### src/rtl/perfmon_pkg.sv
// Shared constants and types for the dual-counter event monitor.
// Assumes a two-bit privilege encoding and a three-entry register map.
package perfmon_pkg;

    typedef enum logic [1:0] {
        PRIV_USER  = 2'd0,
        PRIV_SUPER = 2'd1,
        PRIV_HYPER = 2'd2,
        PRIV_RSVD  = 2'd3
    } priv_e;

    localparam logic [1:0] ADDR_CTRL = 2'd0;
    localparam logic [1:0] ADDR_CNT  = 2'd1;
    localparam logic [1:0] ADDR_STAT = 2'd2;

    localparam int IE_BIT = 0;
    localparam int SV_BIT = 1;
    localparam int US_BIT = 2;
    localparam int HV_BIT = 3;

    localparam int NUM_LANES = 2;

endpackage

### src/rtl/perfmon_ctrl.sv
// Control register of the event monitor.
// Holds the interrupt enable, the three privilege enables and two event
// selects. Produces the shared count permission for the current level.
// Assumes that the write strobe arriving here is already decoded for
// the control address.
module perfmon_ctrl
    import perfmon_pkg::*;
#(
    parameter int REG_W      = 64,
    parameter int SEL_W      = 6,
    parameter int LO_SEL_LSB = 4,
    parameter int UP_SEL_LSB = 11
) (
    input  logic             clk,
    input  logic             rst_n,
    input  logic             wr_en,
    input  logic [REG_W-1:0] wr_data,
    input  logic [1:0]       priv_level,
    output logic [REG_W-1:0] ctrl_q,
    output logic             irq_en,
    output logic             count_ok,
    output logic [SEL_W-1:0] sel_lo,
    output logic [SEL_W-1:0] sel_up
);

    function automatic logic [REG_W-1:0] build_mask();
        logic [REG_W-1:0] m;
        m = '0;
        m[IE_BIT] = 1'b1;
        m[SV_BIT] = 1'b1;
        m[US_BIT] = 1'b1;
        m[HV_BIT] = 1'b1;
        for (int i = 0; i < SEL_W; i++) begin
            m[LO_SEL_LSB + i] = 1'b1;
            m[UP_SEL_LSB + i] = 1'b1;
        end
        return m;
    endfunction

    localparam logic [REG_W-1:0] CTRL_MASK = build_mask();

    priv_e lvl;
    assign lvl = priv_e'(priv_level);

    // Register update: load only the defined bits on a write.
    always_ff @(posedge clk) begin
        if (!rst_n) begin
            ctrl_q <= '0;
        end else if (wr_en) begin
            ctrl_q <= wr_data & CTRL_MASK;
        end
    end

    // Field extraction for the counter lanes.
    assign irq_en = ctrl_q[IE_BIT];
    assign sel_lo = ctrl_q[LO_SEL_LSB +: SEL_W];
    assign sel_up = ctrl_q[UP_SEL_LSB +: SEL_W];

    // Shared permission: the enable bit of the current privilege level.
    always_comb begin
        unique case (lvl)
            PRIV_USER:  count_ok = ctrl_q[US_BIT];
            PRIV_SUPER: count_ok = ctrl_q[SV_BIT];
            PRIV_HYPER: count_ok = ctrl_q[HV_BIT];
            default:    count_ok = 1'b0;
        endcase
    end

endmodule

### src/rtl/perfmon_counter.sv
// One event counter lane.
// A software write takes priority over an increment. The wrap output
// pulses in the cycle whose increment carries the count from all ones
// to zero.
module perfmon_counter #(
    parameter int CNT_W = 32
) (
    input  logic             clk,
    input  logic             rst_n,
    input  logic             wr_en,
    input  logic [CNT_W-1:0] wr_val,
    input  logic             inc_req,
    output logic [CNT_W-1:0] cnt_q,
    output logic             wrap
);

    // Count state: reset, load, or add one.
    always_ff @(posedge clk) begin
        if (!rst_n) begin
            cnt_q <= '0;
        end else if (wr_en) begin
            cnt_q <= wr_val;
        end else if (inc_req) begin
            cnt_q <= cnt_q + 1'b1;
        end
    end

    // Wrap detect for an increment that actually takes effect.
    assign wrap = inc_req & ~wr_en & (&cnt_q);

endmodule

### src/rtl/perfmon_pend.sv
// Sticky overflow flags with write-one-to-clear.
// Assumes that a set and a clear of the same flag in one cycle leave the
// flag set.
module perfmon_pend #(
    parameter int N = 2
) (
    input  logic         clk,
    input  logic         rst_n,
    input  logic [N-1:0] set_vec,
    input  logic         clr_en,
    input  logic [N-1:0] clr_vec,
    output logic [N-1:0] pend_q
);

    logic [N-1:0] clr_eff;
    assign clr_eff = clr_en ? clr_vec : '0;

    // Flag update: a set wins over a clear in the same cycle.
    always_ff @(posedge clk) begin
        if (!rst_n) begin
            pend_q <= '0;
        end else begin
            pend_q <= (pend_q & ~clr_eff) | set_vec;
        end
    end

endmodule

### src/rtl/perfmon_dual.sv
// Dual-counter event monitor, top level.
// Two counter lanes share one control register and one privilege
// permission. Each lane counts the strobe its event code selects, unless
// the code is that lane's park code. Wraps with interrupts enabled set
// sticky flags, which drive irq. Read data is combinational.
module perfmon_dual
    import perfmon_pkg::*;
#(
    parameter int               CNT_W      = 32,
    parameter int               SEL_W      = 6,
    parameter int               LO_SEL_LSB = 4,
    parameter int               UP_SEL_LSB = 11,
    parameter logic [SEL_W-1:0] LO_PARK    = 6'h14,
    parameter logic [SEL_W-1:0] UP_PARK    = 6'h1C
) (
    input  logic                   clk,
    input  logic                   rst_n,
    input  logic [1:0]             priv_level,
    input  logic [(1<<SEL_W)-1:0]  evt_strobe,
    input  logic                   wr_en,
    input  logic [1:0]             wr_addr,
    input  logic [1:0]             wr_half,
    input  logic [2*CNT_W-1:0]     wr_data,
    input  logic [1:0]             rd_addr,
    output logic [2*CNT_W-1:0]     rd_data,
    output logic                   irq
);

    localparam int REG_W = 2 * CNT_W;

    logic [REG_W-1:0]     ctrl_q;
    logic                 irq_en;
    logic                 count_ok;
    logic [SEL_W-1:0]     sel_lo;
    logic [SEL_W-1:0]     sel_up;
    logic [SEL_W-1:0]     lane_sel  [NUM_LANES];
    logic [SEL_W-1:0]     lane_park [NUM_LANES];
    logic [CNT_W-1:0]     lane_cnt  [NUM_LANES];
    logic [NUM_LANES-1:0] lane_wrap;
    logic [NUM_LANES-1:0] pend_set;
    logic [NUM_LANES-1:0] pend_q;
    logic [CNT_W-1:0]     cnt_lo;
    logic [CNT_W-1:0]     cnt_up;
    logic                 ctrl_wr;
    logic                 stat_wr;

    // Address decode for the two non-counter registers.
    assign ctrl_wr = wr_en && (wr_addr == ADDR_CTRL);
    assign stat_wr = wr_en && (wr_addr == ADDR_STAT);

    perfmon_ctrl #(
        .REG_W      (REG_W),
        .SEL_W      (SEL_W),
        .LO_SEL_LSB (LO_SEL_LSB),
        .UP_SEL_LSB (UP_SEL_LSB)
    ) u_ctrl (
        .clk        (clk),
        .rst_n      (rst_n),
        .wr_en      (ctrl_wr),
        .wr_data    (wr_data),
        .priv_level (priv_level),
        .ctrl_q     (ctrl_q),
        .irq_en     (irq_en),
        .count_ok   (count_ok),
        .sel_lo     (sel_lo),
        .sel_up     (sel_up)
    );

    // Lane 0 is the lower counter, lane 1 the upper counter.
    assign lane_sel[0]  = sel_lo;
    assign lane_sel[1]  = sel_up;
    assign lane_park[0] = LO_PARK;
    assign lane_park[1] = UP_PARK;

    for (genvar g = 0; g < NUM_LANES; g++) begin : g_lane
        logic lane_inc;
        logic lane_wr;

        // Count request: shared permission, selected strobe, not parked.
        assign lane_inc = count_ok && evt_strobe[lane_sel[g]]
                          && (lane_sel[g] != lane_park[g]);
        assign lane_wr  = wr_en && (wr_addr == ADDR_CNT) && wr_half[g];

        perfmon_counter #(
            .CNT_W (CNT_W)
        ) u_cnt (
            .clk     (clk),
            .rst_n   (rst_n),
            .wr_en   (lane_wr),
            .wr_val  (wr_data[g*CNT_W +: CNT_W]),
            .inc_req (lane_inc),
            .cnt_q   (lane_cnt[g]),
            .wrap    (lane_wrap[g])
        );

        assign pend_set[g] = lane_wrap[g] & irq_en;
    end

    perfmon_pend #(
        .N (NUM_LANES)
    ) u_pend (
        .clk     (clk),
        .rst_n   (rst_n),
        .set_vec (pend_set),
        .clr_en  (stat_wr),
        .clr_vec (wr_data[NUM_LANES-1:0]),
        .pend_q  (pend_q)
    );

    assign cnt_lo = lane_cnt[0];
    assign cnt_up = lane_cnt[1];

    // Read multiplexer over the register map.
    always_comb begin
        unique case (rd_addr)
            ADDR_CTRL: rd_data = ctrl_q;
            ADDR_CNT:  rd_data = {cnt_up, cnt_lo};
            ADDR_STAT: rd_data = {{(REG_W-NUM_LANES){1'b0}}, pend_q};
            default:   rd_data = '0;
        endcase
    end

    assign irq = |pend_q;

endmodule

### config.mk
export PLATFORM = sky130hd
export DESIGN_NAME = perfmon_dual
export DESIGN_NICKNAME = d
export VERILOG_FILES = /design/src/rtl/perfmon_pkg.sv /design/src/rtl/perfmon_ctrl.sv /design/src/rtl/perfmon_counter.sv /design/src/rtl/perfmon_pend.sv /design/src/rtl/perfmon_dual.sv
export SDC_FILE = /design/constraint.sdc
export NUM_CORES = 1
export LEC_CHECK = 0
export BUFFER_PORTS_ARGS = -buffer_cell sky130_fd_sc_hd__buf_2
export CORE_MARGIN = 2
export CORE_UTILIZATION = 54
export DETAILED_ROUTE_END_ITERATION = 10
export GPL_TIMING_DRIVEN = 0
export PLACE_DENSITY = 0.84
export SLEW_MARGIN = 20
export SYNTH_ARGS = -nofsm -noshare
export SYNTH_HDL_FRONTEND = slang
export SYNTH_HIERARCHICAL = 1
export SYNTH_SLANG_ARGS = --single-unit
### constraint.sdc
create_clock -name clk -period 4.8 [get_ports clk]
set_input_delay 0.72 -clock clk [delete_from_list [all_inputs] [get_ports clk]]
set_output_delay 0.72 -clock clk [all_outputs]
set_load 0.01 [all_outputs]
# Word level (Yosys, flattened, before mapping)
# Index checks and enable logic that the tools add are counted.
# W data, S select, Z words.
# op_classes
n_addsub	2
order_cmp	2
eq_ne	8
muxes	11
bitwise_logic	11
reduce_logical	17
# ops
op	n
$pmux W64 S3	1
$mux W32	4
$add A32 B1 Y32 const B	2
$reduce_and A32 Y1	2
$lt A6 B7 Y1 const B	2
$bmux W1 S6	2
$ne A6 B5 Y1 const B	2
$logic_and A1 B1 Y1	9
$and A1 B1 Y1	6
$eq A2 B1 Y1 const B	3
$eq A2 B2 Y1 const B	3
$logic_not A2 Y1	3
$reduce_bool A2 Y1	2
$pmux W1 S3	1
$and A2 B2 Y2	1
$mux W1	2
$mux W2	1
$not A1 Y1	2
$not A2 Y2	1
$or A2 B2 Y2	1
$reduce_or A2 Y1	1
# totals
regBits	82
elab_cells	55

# Logic depth before layout (Yosys ltp)
# Gate-level depths: netlist (run 1).
# logic_depth
ltp_word	8
depth_mapped	14

# Hierarchy
# Netlist (run 1), hierarchy kept.
# modules_own_cells
module	n_inst	cells_each	area_per_inst_um2
perfmon_counter	2	265	2050.7
perfmon_dual	1	245	2153.3
perfmon_ctrl	1	116	1097.3
perfmon_pend	1	8	70.1

# Worst setup path before layout (run 1)
# Ideal clock, no wire load.
# synth_timing
path_kind	in2reg
startpoint	input evt_strobe[12]
endpoint	register g_lane[1].u_cnt.cnt_q[29]
setup_ns	0.074
arrival_time_ns	3.292
setup_slack_ns	1.434
path_stages	10
path_cell_list	mux4_2 > nor2_1 > o41ai_1 > o22ai_1 > o31ai_1 > nand3_2 > or4_1 > buf_2 > or4_1 > a31oi_1
# synth_via
elab_chain_len	5
# synth_rtl
item	line_no	text
start, declared	perfmon_dual.sv:19	input logic [(1<<SEL_W)-1:0] evt_strobe,
$bmux W1 S6	perfmon_dual.sv:80	assign lane_inc = count_ok && evt_strobe[lane_sel[g]]
$mux W1 (implied by the code)	perfmon_dual.sv:80	
$logic_and A1 B1 Y1	perfmon_dual.sv:80	
$logic_and A1 B1 Y1	perfmon_dual.sv:81	&& (lane_sel[g] != lane_park[g]);
net g_lane[1].lane_inc	perfmon_dual.sv:76	logic lane_inc;
$reduce_bool A2 Y1 (no line)	--	
end signal, assigned	perfmon_counter.sv:22	cnt_q <= wr_val;
end signal, assigned	perfmon_counter.sv:24	cnt_q <= cnt_q + 1'b1;
end, declared	perfmon_counter.sv:13	output logic [CNT_W-1:0] cnt_q,
# The timed path passes the listed nets, and every way through them passes these cells. The select of a mux whose other input is x is not followed.
# A chain may end at the register's enable or synchronous reset.

# Worst setup path after layout (run 1)
# layout_timing
startpoint	register u_ctrl.ctrl_q[12]
endpoint	register g_lane[1].u_cnt.cnt_q[12]
# layout_via
elab_chain_len	5
word_cells_on_any_way	6
classes_between	1 x eq/ne; 2 x mux; 3 x reduce/logical
# layout_rtl
item	line_no	text
start, declared	perfmon_ctrl.sv:19	output logic [REG_W-1:0] ctrl_q,
start signal, assigned	perfmon_ctrl.sv:50	ctrl_q <= wr_data & CTRL_MASK;
$bmux W1 S6	perfmon_dual.sv:80	
$mux W1 (implied by the code)	perfmon_dual.sv:80	
$logic_and A1 B1 Y1	perfmon_dual.sv:80	
$logic_and A1 B1 Y1 *	perfmon_dual.sv:81	
net g_lane[1].lane_inc	perfmon_dual.sv:76	
$reduce_bool A2 Y1 (no line) *	--	
# Mark *: on every way through the listed nets, which the timed path passes. The rest lies on a longest branch. The select of a mux whose other input is x is not followed.

==> metrics.txt, run 1 <==
status=finished, final reports clean; core region area=around 13,000 µm²; worst-path cell chain=buf_4 > buf_2 > buf_2 > mux4_2 > mux2i_1 > mux2i_1 > o22ai_1 > o31ai_2 > nand2_1 > nor3_1 > nor4bb_1 > nor3_1; cts hold-fix bufs=0; Row Count=42; CP startpoint kind=register; drt pass-1 iters=5; Inserted Diodes=0; initial core utilization=0.556; crit end category=register; IO buf count=202; critical path data required time=~5.0 ns; CTS Buf Count=9; syn avg cell area=8.26 µm²; setup TNS=0 ns; GRT Residual Overflow=0; RSZ-0062 raised after global routing=no; Max Freq=between 200 and 250 MHz; top-area cell type share of the netlist area=0.221; HPWL after DPL=18,500 µm; fin. max-slew vios=0; DIE WIDTH=roughly 120 µm; pin count of the biggest net entering global routing=20; most used flip-flop cell after synthesis=dfxtp_1; Hold Violations, Final=0; initial antenna violation count=0; Post-synth EDFFs=0; Worst-path clk slew=0.06 ns; Max-Slew Margin vs Limit=0.440; clock latency on the worst-skew pair=between 0.3 and 0.4 ns; critical path type=reg2reg; Pwr Density=205 nW/µm²; area leader, netlist=dfxtp_1; Clock Tree Root=clkbuf_16; Leak Pwr=0.00383 µW; Die ar.=between 10,000 and 15,000 µm²; post-layout net count=~1,300; Max FO, Critical Path=10; Final ANT Viol Nets=0; Setup Buffers After CTS=0; Least-Margin Pin Slew=0.834 ns; most frequent cell after synthesis=mux2i_1; per-cell routed wire length=18.1 µm; GRT Util Overall=0.324; synthesis-stage register bit count=between 80 and 90; Max VDD drop=between 0.00015 and 0.0002 V; routed vias/inst=6.11; Layout Utilization=0.686; post-synthesis cell type count=57; Initial DRC Count=roughly 860; Post-synth top cells=mux2i_1, nor2_1, dfxtp_1; Inst Count DP=1,324; drt drc=0; die height=between 100 and 150 µm; layout cell share with drive strength beyond 1=0.289; Worst path max stage delay=about 0.72 ns; share of flip-flops with an asynchronous set or reset=0; Worst Clk Skew=0.00805 ns; worst path arrival time=between 4 and 5 ns; crit path time final=4.03 ns; synth top area cells=dfxtp_1, mux2i_1, mux4_2; vias in the first global route=7,608; Layout Area Growth over Synthesis=23.3%; slowest CP cell=nor3_1; RD Place Congestion=0.974; Final Non-Filler Cells=1,339; first-pass GRT wire length=37,700 µm; Synth Instances=899; final setup fails=0; final wirelength=24,200 µm; CTS resizes=0; Clock Tree Buf Depth=2; CTS sink count=82; Max-cap violations=0; Mapped Area=7420 µm²; I/O Pins=204; post-synthesis sequential area ratio=0.221; vias after detailed routing=8,178; period utilization=0.839; H-tree Lvls=3; Hold Crit Class=reg2reg; synthesis warning total=6; TritonCTS clock tree=built
routing by layer:
layer  vias to the layer above  wire, µm  track usage
li1                       3819         -            -
met4                         0      1040        0.137
met5                         -         0            0
met1                      3772      9500        0.409
met2                       495     11400        0.544
met3                        92      2250       0.0578
path summary, 6_finish.rpt:
path,from,cells past startpoint,slack [ns],to
worst max register to register,u_ctrl/ctrl_q[12]$_SDFFE_PN0P_,12,0.77,g_lane[1].u_cnt/cnt_q[12]$_SDFFE_PN0P_
worst min register to register,u_ctrl/ctrl_q[7]$_SDFFE_PN0P_,2,0.54,u_ctrl/ctrl_q[7]$_SDFFE_PN0P_
worst min-delay path,u_ctrl/ctrl_q[7]$_SDFFE_PN0P_,2,0.54,u_ctrl/ctrl_q[7]$_SDFFE_PN0P_
worst max-delay path,u_ctrl/ctrl_q[12]$_SDFFE_PN0P_,12,0.77,g_lane[1].u_cnt/cnt_q[12]$_SDFFE_PN0P_
sequential cells by signal, indices dropped and copies added (netlist names):
| name | cells |
|---|---|
| g_lane.u_cnt/cnt_q | 64 |
| u_ctrl/ctrl_q | 16 |
| u_pend/pend_q | 2 |
metrics by stage:
step | setup WS, ns | hold WS, ns | area, µm² | total power (µW)
3_3_place_gp | 0.493 | 0.514 | 8830 | 1110
6_report | 0.771 | 0.540 | 9160 | 1870
4_1_cts | 0.870 | 0.538 | 9160 | 1870
2_1_floorplan | 1.43 | 0.486 | 7600 | 971
3_5_place_dp | 0.871 | 0.531 | 8830 | 1120
5_1_grt | 0.486 | 0.563 | 9160 | 1940
layout by cell type, fill, tap and decap left out, types with 4 or more instances in the layout:
master,instances
or4_1,14
o21ai_0,42
nand3b_1,7
nor3b_1,9
or3_1,14
nor2b_1,25
o31ai_1,4
xnor2_1,12
a21oi_1,28
clkbuf_1,38
nand4_1,42
a311oi_1,16
and4_1,14
mux4_2,27
clkbuf_16,9
a211oi_1,4
conb_1,48
nand2_1,43
nor3_1,20
xor2_1,6
nor4_1,18
buf_2,215
inv_1,21
buf_1,10
nand3_1,15
a31oi_1,18
nor2_1,96
dfxtp_1,82
mux4_1,4
and3_1,11
o211ai_1,22
mux2i_1,103
or3b_2,6
and2_1,6
buf_4,63
power breakdown:
group / internal (µW) / leakage, µW / total, µW / switching, µW
combinational: 192 / 0.00300 / 379 / 187
sequential: 701 / 0.000665 / 731 / 30.6
clock: 482 / 0.000156 / 762 / 280
total: 1370 / 0.00383 / 1870 / 498
logic make-up after synthesis:
group,synth area share
compound gates,0.138
xor+xnor,0.0212
fa+ha+maj,0.00337
buf+inv,0.114
flops,0.221
mux,0.238
other cells,0.000505
simple gates,0.264
layout make-up:
cell class | instances | area, µm²
buffer | 126 | 764
clock buffer | 13 | 260
clock inverter | 2 | 60.1
fill | 1181 | 4190
inverter | 21 | 78.8
multi-input combinational | 717 | 5120
sequential | 82 | 1640
tap | 176 | 220
timing repair buffer | 202 | 1010
critical path: cells and delay by family, from the launching register on:
kind	cells	cell delay, ns
buffers and inverters	3	0.67
DFF	1	0.35
and+or+nand+nor	4	1.60
AOI/OAI and AO/OA	2	0.77
muxes	3	0.50
Note: power is estimated with default switching activity, not from simulation.
==> run 2, diff against run 1 <==
Settings changed: CORE_UTILIZATION 54 to 49, PLACE_DENSITY 0.84 to 0.8.
Clock period 4.8 ns to 3.65 ns, I/O delays scaled along.
==> run 2 against run 1 <==
Against the previous run: critical path depth up 1; non-clock buffer count down 2; count of clock-buffer cells in the layout down 1; sequential cell count unchanged; utilization down 6.4 points; global-route usage down 2.6 points; critical endpoint is now g_lane[0].u_cnt/cnt_q[29]$_SDFFE_PN0P_; largest cell class unchanged.
==> metrics.txt, run 2 (synthesized netlist as in run 1, its figures left out) <==
Initial DRC Count=867; Max-cap violations=0; Max FO, Critical Path=10; Die ar.=between 15,000 and 20,000 µm²; status=finished, final reports clean; GRT busiest layer=met2; crit path time final=3.44 ns; slowest CP cell=or4_1; PnR Total Power=2270 µW; most frequent cells in the layout=buf_2, mux2i_1, nor2_1; IO buf count=roughly 200; grt met1 use=0.364; Hold Violations, Final=0; final setup fails=0; RD Place Congestion=0.951; period utilization=0.943; Worst-path clk slew=approximately 0.060 ns; R2R setup slack=0.21 ns; critical path type=reg2reg; Worst path max stage delay=0.50 ns; worst path arrival time=3.72 ns; CP startpoint kind=register; GRT Util Overall=0.298; per-cell routed wire length=18.4 µm; die height=127 µm; max reg flops=64; hold_ws=between 0.4 and 0.5 ns; critical path data required time=~3.9 ns; Max Freq=291 MHz; largest registers=g_lane.u_cnt/cnt_q x64, u_ctrl/ctrl_q x16, u_pend/pend_q x2; pin count of the biggest net entering global routing=20; Worst Clk Skew=0.00782 ns; post-layout net count=between 1,000 and 1,500; WHS Endpoint=g_lane[1].u_cnt/cnt_q[4]$_SDFFE_PN0P_; Hold Startpoint=wr_data[36]; worst path bufs/invs=4; Final ANT Viol Nets=0; dpl ws=-0.274 ns; TritonCTS clock tree=built; layout cell share with drive strength beyond 1=0.288; Leak Pwr=0.00378 µW; routed vias/inst=6.00; clock latency on the worst-skew pair=0.35 ns; Clock Tree Root=clkbuf_16; most common cell after layout, fill and taps aside=buf_2; met2 Usage GRT=0.518; RSZ-0062 raised after global routing=yes; CTS sink count=82; HPWL after DPL=between 15,000 and 20,000 µm; capture point of the worst reg-to-reg path=g_lane[0].u_cnt/cnt_q[29]$_SDFFE_PN0P_; GRT Residual Overflow=0; Max VDD drop=between 0.0002 and 0.0003 V; worst hold stages=3; fin. max-slew vios=0; vias after detailed routing=8,061; Clock Tree Buf Depth=2; core region area=14,600 µm²; Pwr Density=249 nW/µm²; grt met3 use=0.0662; drt pass-1 iters=5; cell area after layout=9110 µm²; placed cell areas=between 8000 and 9000 µm²; first-pass GRT wire length=around 38,000 µm; Row Count=44; Inst Count DP=1,332; worst-path cell chain=buf_4 > buf_6 > buf_4 > mux4_2 > mux2i_1 > mux2_2 > a21oi_1 > a32o_2 > nand3_2 > or4_1 > buf_2 > or4_1 > a31oi_1; Inserted Diodes=0; critical path's top delay family=simple AND/OR/NAND/NOR gates; CTS Buf Count=9; initial core utilization=0.507; Hold Crit Class=in2reg; Least-Margin Pin Slew=0.826 ns; Most flops, register=g_lane.u_cnt/cnt_q; crit end category=register; setup slack after layout=about 0.21 ns; drt drc=0; DIE WIDTH=127 µm; Max-Slew Margin vs Limit=0.445; I/O Pins=204; initial antenna violation count=1; H-tree Lvls=3; Layout Area Growth over Synthesis=22.7%; vias in the first global route=~7,600; R2R cell count=13; Final Non-Filler Cells=between 1,000 and 1,500; final wirelength=24,700 µm; R2R Path Start=u_ctrl/ctrl_q[4]$_SDFFE_PN0P_
## run 2: changes by cell type in the layout (fill, tap and decap cells not counted), sizes merged
cell,before,now
clkbuf,49,48
bufinv,2,0
clkinv,0,1
buf,292,290
## run 2: power by group
| group | internal [µW] | total [µW] | switching (µW) |
|---|---|---|---|
| clock network | 449 | 809 | 360 |
| logic | 253 | 501 | 249 |
| registers | 922 | 962 | 40.6 |
## run 2: cell type report
class                      count  area [µm²]
sequential                    82        1640
inverter                      21        78.8
timing repair buffer         202        1010
buffer                       124         763
clock inverter                 1        5.00
tap                          184         230
fill                        1334        5540
clock buffer                  12         236
multi-input combinational    717        5140
## run 2: worst max path at each step
stage,start,cells past startpoint,endpoint,slack (ns)
5_1_grt,u_ctrl/ctrl_q[13]$_SDFFE_PN0P_,12,g_lane[1].u_cnt/cnt_q[29]$_SDFFE_PN0P_,-0.02
4_1_cts,u_ctrl/ctrl_q[5]$_SDFFE_PN0P_,13,g_lane[0].u_cnt/cnt_q[29]$_SDFFE_PN0P_,0.03
3_3_place_gp,u_ctrl/ctrl_q[12]$_SDFFE_PN0P_,12,g_lane[1].u_cnt/cnt_q[12]$_SDFFE_PN0P_,-0.70
2_1_floorplan,u_ctrl/ctrl_q[12]$_SDFFE_PN0P_,12,g_lane[1].u_cnt/cnt_q[29]$_SDFFE_PN0P_,0.32
3_5_place_dp,u_ctrl/ctrl_q[12]$_SDFFE_PN0P_,12,g_lane[1].u_cnt/cnt_q[12]$_SDFFE_PN0P_,-0.27
6_report,u_ctrl/ctrl_q[4]$_SDFFE_PN0P_,13,g_lane[0].u_cnt/cnt_q[29]$_SDFFE_PN0P_,0.21
## run 2: per-layer routing
layer  part of all wire  up-vias
li1                   -     3804
met1               0.39     3751
met2               0.49      449
met3              0.090       55
met4              0.027        2
met5            0.00045        -
## run 2: stage by stage
step | setup TNS [ns] | util
floorplan | 0 | -
global placement | -8.22 | 0.604
detailed placement | -1.59 | 0.604
CTS | 0 | 0.621
global route | -0.0253 | 0.622
finish | 0 | 0.622
## run 2: worst register-to-register path: cells and delay by family, from the launching register on
family | cells | cell delay, ns
buffers and inverters | 4 | 0.60
AND/OR/NAND/NOR | 3 | 1.19
flip-flops | 1 | 0.32
multiplexers | 3 | 0.70
AO/OA/AOI/OAI | 3 | 0.54
## run 2: what timing repair did
action / 4_1_cts / 5_1_grt
buffers inserted: 0 / 0
setup endpoints to repair: 10 / 17
pin swaps: 1 / 1
hold buffers: 0 / 0
endpoints found under the hold margin: 0 / 0
gates resized for setup: 2 / 7
==> run 3, diff against run 2 <==
--- a/config.mk
+++ b/config.mk
@@ -8,8 +8,8 @@
 export BUFFER_PORTS_ARGS = -buffer_cell sky130_fd_sc_hd__buf_2
 export CORE_MARGIN = 2
-export CORE_UTILIZATION = 49
+export CORE_UTILIZATION = 54
 export DETAILED_ROUTE_END_ITERATION = 10
 export GPL_TIMING_DRIVEN = 0
-export PLACE_DENSITY = 0.8
+export PLACE_DENSITY = 0.84
 export SLEW_MARGIN = 20
 export SYNTH_ARGS = -nofsm -noshare
==> constraint.sdc (replaced) <==
create_clock -name clk -period 3.6 [get_ports clk]
set_input_delay 1.08 -clock clk [delete_from_list [all_inputs] [get_ports clk]]
set_output_delay 1.08 -clock clk [all_outputs]
set_load 0.01 [all_outputs]
==> run 3 against run 2 <==
Against the previous run: die area fell by 9.0%; cell area grew 1.8%; sequential power is 1% higher; global-route usage up 3.2 points; setup slack got worse by 0.14 ns; clock power is 25% higher.
==> metrics.txt, run 3 (synthesized netlist as in run 1, its figures left out) <==
hold_ws=between 0.5 and 0.6 ns; final wirelength=24,700 µm; Max-cap violations=0; critical path data required time=3.87 ns; max reg flops=64; initial antenna violation count=0; core region area=13,300 µm²; crit end category=register; H-tree Lvls=3; R2R Path Start=u_ctrl/ctrl_q[4]$_SDFFE_PN0P_; P_sw=678 µW; HPWL after DPL=18,600 µm; drt pass-1 iters=5; routed vias/inst=6.07; Leak Pwr=0.00389 µW; critical path's top delay family=simple AND/OR/NAND/NOR gates; Inserted Diodes=0; capture point of the worst reg-to-reg path=g_lane[0].u_cnt/cnt_q[29]$_SDFFE_PN0P_; crit path time final=around 3.5 ns; Layout Area Growth over Synthesis=24.9%; CTS sink count=82; worst path arrival time=3.80 ns; R2R cell count=13; Worst path max stage delay=0.50 ns; CTS Buf Count=9; layout cell share with drive strength beyond 1=0.306; vias in the first global route=between 7,000 and 8,000; most frequent cells in the layout=buf_2, mux2i_1, nor2_1; worst hold stages=2; R2R setup slack=0.20 ns; Clock Tree Buf Depth=2; first-pass GRT wire length=roughly 39,000 µm; Worst-path clk slew=roughly 0.06 ns; Switching Share=0.272; clock share of power=0.403; RD Place Congestion=0.963; Most flops, register=g_lane.u_cnt/cnt_q; pin count of the biggest net entering global routing=20; PnR Total Power=2500 µW; Final ANT Viol Nets=0; vias after detailed routing=8,165; critical path type=in2reg; WHS Endpoint=u_pend/pend_q[0]$_SDFF_PN0_; IO buf count=202; per-cell routed wire length=18.3 µm; Max Freq=283 MHz; Pwr Density=269 nW/µm²; worst path bufs/invs=3; Seq pwr share=0.391; largest registers=g_lane.u_cnt/cnt_q x64, u_ctrl/ctrl_q x16, u_pend/pend_q x2; cts hold-fix bufs=0; setup slack after layout=0.0646 ns; I/O Pins=204; GRT Util Overall=0.330; clock latency on the worst-skew pair=0.34 ns; Worst Clk Skew=0.00438 ns; Initial DRC Count=954; Hold Crit Class=reg2reg; Hold Startpoint=u_pend/pend_q[0]$_SDFF_PN0_; Row Count=42; worst-path cell chain=buf_2 > mux2i_1 > o22ai_2 > inv_2 > a211o_1 > a21oi_1 > a32o_2 > nand3_4 > or4_1 > buf_2 > or4_1 > a31oi_1; period utilization=0.982; most common cell after layout, fill and taps aside=buf_2; Cell Int Power=1820 µW; placed cell areas=just under 9000 µm²; cell area after layout=9270 µm²; GRT Residual Overflow=0; slowest CP cell=or4_1; part of the power in combinational logic=0.206; Least-Margin Pin Slew=about 0.78 ns; post-layout net count=1,305; Die ar.=about 15,000 µm²; Max-Slew Margin vs Limit=0.482; Clock Tree Root=clkbuf_16; CP startpoint kind=input pin; final setup fails=0; drt drc=0; TritonCTS clock tree=built; initial core utilization=0.556; die height=121 µm; status=finished, final reports clean; dpl ws=-0.570 ns; Hold Violations, Final=0; Max FO, Critical Path=7; fin. max-slew vios=0; setup TNS=0 ns; RSZ-0062 raised after global routing=yes; Max VDD drop=0.000230 V; DIE WIDTH=roughly 120 µm
[run 3: changes by cell type in the layout (fill, tap and decap cells not counted), sizes merged]
| cell | delta |
|---|---|
| clkinv | +1 |
| buf | +6 |
| bufinv | +2 |
| clkinvlp | +1 |
[run 3: layout make-up]
| type | count | area [µm²] |
|---|---|---|
| plain buffers | 125 | 776 |
| repair buffers | 208 | 1060 |
| clock inverters | 5 | 77.6 |
| well taps | 176 | 220 |
| multi-input cells | 717 | 5180 |
| inverters | 21 | 78.8 |
| flip-flops and latches | 82 | 1640 |
| clock buffers | 11 | 243 |
| fillers | 1115 | 4070 |
[run 3: metal layers]
layer  track usage  vias to the layer above  share of wire
li1              -                     3825              -
met5             0                        -              0
met1         0.401                     3774           0.39
met2         0.569                      476           0.48
met3        0.0705                       90          0.097
met4         0.126                        0          0.034
[run 3: timing repair]
action | in CTS | in global routing
pin swaps | 1 | 6
setup buffers | 2 | 4
gates resized for setup | 8 | 17
setup endpoints to repair | 33 | 25
[run 3: worst max-delay path by stage]
stage	start	endpoint	slack (ns)	cells after the start
floorplan	evt_strobe[12]	g_lane[1].u_cnt/cnt_q[29]$_SDFFE_PN0P_	0.01	10
CTS	rd_addr[0]	rd_data[47]	0.002	5
detailed placement	evt_strobe[8]	g_lane[1].u_cnt/cnt_q[12]$_SDFFE_PN0P_	-0.57	10
finish	priv_level[1]	g_lane[0].u_cnt/cnt_q[29]$_SDFFE_PN0P_	0.06	12
global route	priv_level[1]	g_lane[0].u_cnt/cnt_q[29]$_SDFFE_PN0P_	-0.09	12
global placement	evt_strobe[24]	g_lane[1].u_cnt/cnt_q[12]$_SDFFE_PN0P_	-0.60	10
[run 3: through the flow]
step	utilization	cells
2_1_floorplan	-	946
3_3_place_gp	0.662	1324
3_5_place_dp	0.662	1324
4_1_cts	0.689	1342
5_1_grt	0.695	1345
6_report	0.695	1345
[run 3: tightest hold or removal path: cells and delay by family (launching register included)]
family | cells | cell delay [ns]
AO/OA/AOI/OAI | 2 | 0.17
flip-flops | 1 | 0.32
[run 3: power groups by stage]
stage / clock network, µW / registers, µW / logic (µW)
after floorplan: 0 / 980 / 315
after global placement: 0 / 993 / 485
after detailed placement: 0 / 993 / 495
after CTS: 1010 / 974 / 500
after global routing: 1060 / 980 / 555
final: 1010 / 976 / 515
